File: src/rtl/exc_entry_pkg.sv
package exc_entry_pkg;

   localparam int EXC_N = 8;

   // request vector positions, highest priority first
   localparam int RQ_SMI   = 0;
   localparam int RQ_ITLB  = 1;
   localparam int RQ_DTLBL = 2;
   localparam int RQ_DTLBS = 3;
   localparam int RQ_IABR  = 4;
   localparam int RQ_DEC   = 5;
   localparam int RQ_SC    = 6;
   localparam int RQ_TRACE = 7;

   // MSR bit positions (bit 0 is least significant)
   localparam int MB_LE   = 0;
   localparam int MB_RI   = 1;
   localparam int MB_DR   = 4;
   localparam int MB_IR   = 5;
   localparam int MB_IP   = 6;
   localparam int MB_FE1  = 8;
   localparam int MB_BE   = 9;
   localparam int MB_SE   = 10;
   localparam int MB_FE0  = 11;
   localparam int MB_ME   = 12;
   localparam int MB_FP   = 13;
   localparam int MB_PR   = 14;
   localparam int MB_EE   = 15;
   localparam int MB_ILE  = 16;
   localparam int MB_TGPR = 17;
   localparam int MB_POW  = 18;

   localparam logic [19:0] RESET_OFS = 20'h00100;

   function automatic logic [19:0] cause_offset(input int idx);
      case (idx)
         RQ_SMI:   return 20'h01400;
         RQ_ITLB:  return 20'h01000;
         RQ_DTLBL: return 20'h01100;
         RQ_DTLBS: return 20'h01200;
         RQ_IABR:  return 20'h01300;
         RQ_DEC:   return 20'h00900;
         RQ_SC:    return 20'h00C00;
         default:  return 20'h00D00;
      endcase
   endfunction

   function automatic logic [31:0] impl_mask(input bit reduced);
      logic [31:0] m;
      m = '0;
      m[MB_LE] = 1'b1;  m[MB_RI] = 1'b1;  m[MB_DR] = 1'b1;  m[MB_IR] = 1'b1;
      m[MB_IP] = 1'b1;  m[MB_BE] = 1'b1;  m[MB_SE] = 1'b1;  m[MB_ME] = 1'b1;
      m[MB_PR] = 1'b1;  m[MB_EE] = 1'b1;  m[MB_ILE] = 1'b1; m[MB_TGPR] = 1'b1;
      m[MB_POW] = 1'b1;
      m[MB_FP]  = !reduced;
      m[MB_FE0] = !reduced;
      m[MB_FE1] = !reduced;
      return m;
   endfunction

endpackage

File: src/rtl/exc_arbiter.sv
module exc_arbiter
   import exc_entry_pkg::*;
#(
   parameter int N = EXC_N,
   parameter logic [N-1:0] EE_GATED = N'(1 << RQ_SMI) | N'(1 << RQ_DEC)
) (
   input  logic         clk,
   input  logic         rst_n,
   input  logic         hard_in,
   input  logic         soft_in,
   input  logic [N-1:0] req,
   input  logic         ee,
   output logic         hard_sel,
   output logic         soft_sel,
   output logic [N-1:0] grant,
   output logic         any_sel
);

   logic [N-1:0] qual;

   for (genvar i = 0; i < N; i++) begin : g_qual
      if (EE_GATED[i]) begin : g_gated
         assign qual[i] = req[i] & ee;
      end else begin : g_free
         assign qual[i] = req[i];
      end
   end

   assign hard_sel = hard_in;
   assign soft_sel = soft_in & ~hard_in;

   always_comb begin
      logic found;
      found = hard_in | soft_in;
      grant = '0;
      for (int i = 0; i < N; i++) begin
         if (qual[i] && !found) begin
            grant[i] = 1'b1;
            found    = 1'b1;
         end
      end
   end

   assign any_sel = hard_sel | soft_sel | (|grant);

   p_single_grant_r5: assert property (@(posedge clk) disable iff (!rst_n)
      $onehot0({grant, hard_sel, soft_sel}));

   p_ee_gate_r6: assert property (@(posedge clk) disable iff (!rst_n)
      (|(grant & EE_GATED)) |-> ee);

endmodule

File: src/rtl/exc_vector.sv
module exc_vector
   import exc_entry_pkg::*;
#(
   parameter int ADDR_W = 32,
   parameter int N = EXC_N,
   parameter logic [ADDR_W-1:0] HIGH_BASE = ADDR_W'(32'hFFF0_0000)
) (
   input  logic              hard_sel,
   input  logic              soft_sel,
   input  logic [N-1:0]      grant,
   input  logic              ip,
   output logic [ADDR_W-1:0] addr
);

   localparam int OFS_W = 20;

   logic [N-1:0][OFS_W-1:0] ofs_terms;
   logic [OFS_W-1:0]        ofs;
   logic [ADDR_W-1:0]       base;

   for (genvar i = 0; i < N; i++) begin : g_ofs
      assign ofs_terms[i] = grant[i] ? cause_offset(i) : '0;
   end

   always_comb begin
      ofs = soft_sel ? RESET_OFS : '0;
      for (int i = 0; i < N; i++) ofs |= ofs_terms[i];
   end

   assign base = (ip || hard_sel) ? HIGH_BASE : '0;
   assign addr = hard_sel ? (HIGH_BASE | ADDR_W'(RESET_OFS))
                          : (base | ADDR_W'(ofs));

endmodule

File: src/rtl/exc_msr_next.sv
module exc_msr_next
   import exc_entry_pkg::*;
#(
   parameter int MSR_W = 32,
   parameter bit REDUCED = 1'b0
) (
   input  logic [MSR_W-1:0] cur_msr,
   input  logic             hard_sel,
   input  logic             tlb_sel,
   output logic [MSR_W-1:0] next_msr,
   output logic [MSR_W-1:0] clean_msr
);

   localparam logic [MSR_W-1:0] IMPL = MSR_W'(impl_mask(REDUCED));

   logic [MSR_W-1:0] kept;

   if (REDUCED) begin : g_lite
      assign clean_msr = cur_msr & IMPL;
   end else begin : g_full
      assign clean_msr = cur_msr & IMPL;
   end

   always_comb begin
      kept = '0;
      kept[MB_ME]  = clean_msr[MB_ME];
      kept[MB_ILE] = clean_msr[MB_ILE];
      kept[MB_IP]  = clean_msr[MB_IP];
      kept[MB_LE]  = clean_msr[MB_ILE];
      kept[MB_TGPR] = tlb_sel;
      if (hard_sel) begin
         next_msr = '0;
         next_msr[MB_IP] = 1'b1;
      end else begin
         next_msr = kept & IMPL;
      end
   end

endmodule

File: src/rtl/exc_entry.sv
module exc_entry
   import exc_entry_pkg::*;
#(
   parameter int ADDR_W = 32,
   parameter int MSR_W = 32,
   parameter bit REDUCED = 1'b0,
   parameter logic [ADDR_W-1:0] HIGH_BASE = ADDR_W'(32'hFFF0_0000)
) (
   input  logic              clk,
   input  logic              rst_n,
   input  logic              hard_rst_req,
   input  logic              soft_rst_req,
   input  logic              por_req,
   input  logic [EXC_N-1:0]  exc_req,
   input  logic [MSR_W-1:0]  cur_msr,
   input  logic [ADDR_W-1:0] cur_pc,
   output logic              taken,
   output logic [ADDR_W-1:0] vec_addr,
   output logic [MSR_W-1:0]  new_msr,
   output logic [MSR_W-1:0]  saved_msr,
   output logic [ADDR_W-1:0] ret_addr
);

   localparam logic [MSR_W-1:0]  IMPL     = MSR_W'(impl_mask(REDUCED));
   localparam logic [ADDR_W-1:0] HARD_VEC = HIGH_BASE | ADDR_W'(RESET_OFS);

   if (ADDR_W < 21) begin : g_bad_addr
      $error("exc_entry: ADDR_W must be at least 21");
   end
   if (MSR_W < 19) begin : g_bad_msr
      $error("exc_entry: MSR_W must hold bit 18");
   end
   if (HIGH_BASE[19:0] != 20'h0) begin : g_bad_base
      $error("exc_entry: HIGH_BASE must be 1 MiB aligned");
   end

   logic              hard_sel, soft_sel, any_sel, tlb_sel;
   logic [EXC_N-1:0]  grant;
   logic [ADDR_W-1:0] vec_d;
   logic [MSR_W-1:0]  msr_d, clean_msr;

   exc_arbiter #(.N(EXC_N)) u_arb (
      .clk      (clk),
      .rst_n    (rst_n),
      .hard_in  (hard_rst_req | por_req),
      .soft_in  (soft_rst_req),
      .req      (exc_req),
      .ee       (cur_msr[MB_EE]),
      .hard_sel (hard_sel),
      .soft_sel (soft_sel),
      .grant    (grant),
      .any_sel  (any_sel)
   );

   assign tlb_sel = grant[RQ_ITLB] | grant[RQ_DTLBL] | grant[RQ_DTLBS];

   exc_vector #(.ADDR_W(ADDR_W), .N(EXC_N), .HIGH_BASE(HIGH_BASE)) u_vec (
      .hard_sel (hard_sel),
      .soft_sel (soft_sel),
      .grant    (grant),
      .ip       (cur_msr[MB_IP]),
      .addr     (vec_d)
   );

   exc_msr_next #(.MSR_W(MSR_W), .REDUCED(REDUCED)) u_msr (
      .cur_msr   (cur_msr),
      .hard_sel  (hard_sel),
      .tlb_sel   (tlb_sel),
      .next_msr  (msr_d),
      .clean_msr (clean_msr)
   );

   always_ff @(posedge clk or negedge rst_n) begin
      if (!rst_n) begin
         taken     <= 1'b0;
         vec_addr  <= '0;
         new_msr   <= '0;
         saved_msr <= '0;
         ret_addr  <= '0;
      end else begin
         taken <= any_sel;
         if (any_sel) begin
            vec_addr  <= vec_d;
            new_msr   <= msr_d;
            saved_msr <= clean_msr;
            ret_addr  <= cur_pc;
         end
      end
   end

   p_hard_vec_r2: assert property (@(posedge clk) disable iff (!rst_n)
      (hard_rst_req || por_req) |=> (taken && vec_addr == HARD_VEC));

   p_save_r9: assert property (@(posedge clk) disable iff (!rst_n)
      any_sel |=> (saved_msr == $past(cur_msr & IMPL) && ret_addr == $past(cur_pc)));

   p_idle_r10: assert property (@(posedge clk) disable iff (!rst_n)
      !any_sel |=> !taken);

   p_le_copy_r7: assert property (@(posedge clk) disable iff (!rst_n)
      taken |-> new_msr[MB_LE] == new_msr[MB_ILE]);

   p_reserved_r11: assert property (@(posedge clk) disable iff (!rst_n)
      taken |-> ((new_msr & ~IMPL) == '0 && (saved_msr & ~IMPL) == '0));

   if (REDUCED) begin : g_lite_chk
      p_no_fp_r12: assert property (@(posedge clk) disable iff (!rst_n)
         !(new_msr[MB_FP] || saved_msr[MB_FP] || saved_msr[MB_FE0] || saved_msr[MB_FE1]));
   end

endmodule

File: config.mk
export PLATFORM = sky130hd
export DESIGN_NAME = exc_entry
export DESIGN_NICKNAME = d
export VERILOG_FILES = /design/src/rtl/exc_entry_pkg.sv /design/src/rtl/exc_arbiter.sv /design/src/rtl/exc_vector.sv /design/src/rtl/exc_msr_next.sv /design/src/rtl/exc_entry.sv
export SDC_FILE = /design/constraint.sdc
export NUM_CORES = 1
export LEC_CHECK = 0
export CAP_MARGIN = 20
export CELL_PAD_IN_SITES_DETAIL_PLACEMENT = 1
export CELL_PAD_IN_SITES_GLOBAL_PLACEMENT = 1
export CORE_MARGIN = 10
export CORE_UTILIZATION = 30
export DETAILED_ROUTE_END_ITERATION = 6
export DONT_BUFFER_PORTS = 1
export GPL_TIMING_DRIVEN = 0
export PLACE_DENSITY = 0.68
export SETUP_SLACK_MARGIN = 0.3
export SYNTH_ARGS = -nofsm -noshare
export SYNTH_HDL_FRONTEND = slang
export SYNTH_SLANG_ARGS = --single-unit
File: constraint.sdc
create_clock -name clk -period 1 [get_ports clk]
set_input_delay 0.15 -clock clk [delete_from_list [all_inputs] [get_ports clk]]
set_output_delay 0.15 -clock clk [all_outputs]
set_load 0.02 [all_outputs]
==> impl.org <==
** Detailed routing
- After detailed routing, the number of remaining DRC violations is 0.
- Average wire per standard cell :: 20.2 µm
- Summed over all layers, the routed wires come to 9030 µm.
- Drt first-iter violations :: 93
- In the routed layout, each cell is associated on average with a via count of 4.07.
- Pre-Repair DR Iteration Count :: 4
- Via Count :: 1823
- Count of nets left with antenna violations after detail routing :: 0

** Floorplan
- Horiz. Die Dim :: 121 µm
- The core region is 0.00986 mm².
- The floorplan has 36 rows.
- The die is 121 µm tall.
- Die area :: 0.0146 mm²
- Starting density of the core :: 0.310
- During I/O placement, the number of pins put on the boundary was 206.

** Synth
- By area the synthesized netlist is led by sky130_fd_sc_hd__dfrtp_1 (47%), sky130_fd_sc_hd__mux2_4 (24%), sky130_fd_sc_hd__buf_4 (17%).
- For this run, the register share of the synthesized area comes to 0.475.
- Of all flip-flops after synthesis, the portion carrying an async set or reset was 1.00.
- The synthesized design spends more area on one cell type than any other, namely sky130_fd_sc_hd__dfrtp_1.
- The most used flip-flop cell after synthesis is sky130_fd_sc_hd__dfrtp_1.
- Avg Inst Size Synth :: 13.7 µm²
- Yosys mapped a number of flops with a built-in enable equal to 0.
- Netlist area before placement :: 0.00306 mm²
- Top cell type's share of synthesized area :: 0.475
- Post-synthesis register bit count :: 58
- In the synthesized netlist, the number of instances is 224.
- The netlist uses 30 different library cells.
- Synthesis warning total :: 0
- Most frequent cell after synthesis :: sky130_fd_sc_hd__buf_4
- Leading post-synthesis cells by instance count :: sky130_fd_sc_hd__buf_4 (71), sky130_fd_sc_hd__dfrtp_1 (58), sky130_fd_sc_hd__mux2_4 (48)

** Clocking
- For this design, the sink count on the clock tree is 58.
- Clock buffers created by TritonCTS :: 9
- After clock tree synthesis, the clock-pin slew on the worst setup and hold paths is 0.07 ns.
- CTS H-Tree Depth :: 3
- Root Buffer :: sky130_fd_sc_hd__clkbuf_8
- CTS tree :: yes
- Number of buffers on the longest clock path :: 2
- For the worst-skew pair, the clock arrives at the later sink with an insertion delay of 0.31 ns.

** Status
- Result of the run :: complete, but fails checks
- The final reports fail on negative hold slack, negative setup slack.

** Global route
- Antenna violations before repair :: 0
- First-pass GRT wire length :: 13000 µm
- GRT Total Usage :: 0.115
- Aggregate global routing overflow :: 0
- Entering global routing, the biggest net connects 59 pins.
- The via count of the first global-routing pass is 2075.

** Timing
- Worst-margin pin slew :: 0.548 ns
- Final setup vio count :: 64
- Final critical-path required period :: 1.29 ns
- Setup repair after global routing could not meet its margin everywhere.
- The number of hold violations in the final report is 101.
- In the post-route analysis, the smallest setup slack over all paths is -0.290 ns.
- Of the available clock period, the critical path in the final layout requires 1.29.
- Between clock sinks in the finished design, the worst skew comes to 0 ns.
- The number of slew-limit violations in the final report was 0.
- Across all hold checks on the routed design, the worst slack comes to -0.490 ns.
- Headroom to the max-slew limit came out at 0.634.
- Static timing analysis puts the maximum clock frequency at 0.775 GHz.

** Power
- Summed over all cells, the static leakage comes to 2.04 nW.
- Dividing total power by cell area gives a power density of 1300 mW/mm².
- Final Total Pwr :: 5.36 mW
- IR Drop Worst-Case VDD :: 0.544 mV

** Setup path
- Data arrives at the worst endpoint at 1.50 ns.
- STA classifies the critical path startpoint as an input port.
- In this run the worst path has a maximum fanout of 9.
- Crit end category :: flop
- The critical path is of the input port to flop type.
- WP data required :: 1.21 ns

** Finish
- 0 antenna diodes ended up in the layout.
- Post-layout net count :: 387
- Relative to the synthesized area, the layout overhead comes to 35.0%.
- Share of layout cells above drive strength 1 :: 0.714
- Non-Filler Cell Area, Final :: 0.00413 mm²

** Place
- Final weighted congestion in routability-driven placement :: 0.772
- After detailed placement, the total cell area comes to 0.00352 mm².
- Detailed placement finished with a half-perimeter wire length of 6690 µm.
- Buffers on Ports :: 0

** Worst hold path
- Type of the tightest min-delay check :: input port to asynchronous set/reset pin

** Job
- Max-Cap Viols :: 0
-- registers in the layout, summed over array words and instances (netlist names) --
name,flops
vec_addr,5
saved_msr,16
taken,1
ret_addr,32
new_msr,4
-- routing by layer --
layer,share of wire,vias to the layer above,global-route usage,wire (µm)
met3,0.14,8,0.0810,1240
met1,0.37,879,0.120,3360
met5,0,-,0,0
li1,-,815,-,-
met4,0.012,0,0.0317,104
met2,0.48,121,0.182,4320
-- power breakdown --
group / internal [mW] / total (mW) / switching [mW]
sequential: 2.48 / 2.73 / 0.249
combinational: 0.393 / 0.761 / 0.368
clock: 0.902 / 1.87 / 0.967
total: 3.77 / 5.36 / 1.58
-- repair_timing --
item,in CTS,in global routing
setup endpoints to repair,129,129
gates cloned,1,4
pin swaps,3,1
buffers inserted,3,5
gates resized for setup,76,6
hold endpoints to repair,109,104
hold buffers,2,3
-- metrics by stage --
stage | hold WS, ns | setup TNS, ns | cells | worst slack [ns] | utilization
2_1_floorplan | -0.146 | -23.32 | 281 | -0.472 | -
3_3_place_gp | -0.144 | -30.15 | 414 | -0.611 | 0.357
3_5_place_dp | -0.143 | -30.94 | 414 | -0.631 | 0.357
4_1_cts | -0.517 | -15.59 | 436 | -0.287 | 0.398
5_1_grt | -0.527 | -17.89 | 448 | -0.308 | 0.418
6_report | -0.490 | -16.44 | 448 | -0.290 | 0.418
-- worst paths after layout --
kind,startpoint,endpoint,slack [ns],depth (start not counted)
max,hard_rst_req,ret_addr[15],-0.29,6
min,rst_n,ret_addr[24],-0.49,0
max reg2reg,new_msr[6],new_msr[6],-0.14,2
min reg2reg,ret_addr[14],ret_addr[14],0.62,1
max in group asynchronous,rst_n,saved_msr[8],1.37,0
min in group clk,cur_pc[1],ret_addr[1],-0.03,1
-- critical path, cell delays in order --
cell	delay, ns
sky130_fd_sc_hd__or3_4	0.36
sky130_fd_sc_hd__buf_6	0.12
sky130_fd_sc_hd__nand4b_4	0.19
sky130_fd_sc_hd__buf_12	0.21
sky130_fd_sc_hd__clkbuf_16	0.16
sky130_fd_sc_hd__mux2_4	0.29
-- layout by cell type (no fill, tap or decap), types with 3 or more instances in the layout --
cell type	netlist	final
sky130_fd_sc_hd__nand2_1	3	3
sky130_fd_sc_hd__buf_4	71	63
sky130_fd_sc_hd__clkbuf_16	0	4
sky130_fd_sc_hd__dlygate4sd3_1	0	5
sky130_fd_sc_hd__buf_6	6	16
sky130_fd_sc_hd__dfrtp_2	0	57
sky130_fd_sc_hd__mux2_4	48	48
sky130_fd_sc_hd__clkbuf_8	0	9
sky130_fd_sc_hd__conb_1	1	58
sky130_fd_sc_hd__nand4_1	3	3
sky130_fd_sc_hd__o31ai_1	3	3
sky130_fd_sc_hd__buf_12	0	7
-- kinds of logic (layout without fill, tap and decap cells) --
| kind of cell | count (synthesis) | after routing | share of synthesized area |
|---|---|---|---|
| compound gates | 22 | 22 | 0.0561 |
| buf+inv | 80 | 114 | 0.200 |
| flops | 58 | 58 | 0.475 |
| mux | 48 | 48 | 0.236 |
| other cells | 1 | 58 | 0.00123 |
| simple gates | 15 | 15 | 0.0319 |
-- cell type report --
class,instances,area (µm²)
Fill cell,1018,5740
Sequential cell,58,1530
Multi-Input combinational cell,143,1290
Buffer,79,717
Timing Repair Buffer,18,258
Tap cell,133,166
Clock buffer,10,128
Clock inverter,6,42.5
Inverter,1,3.75
(Power assumes the default switching activity.)
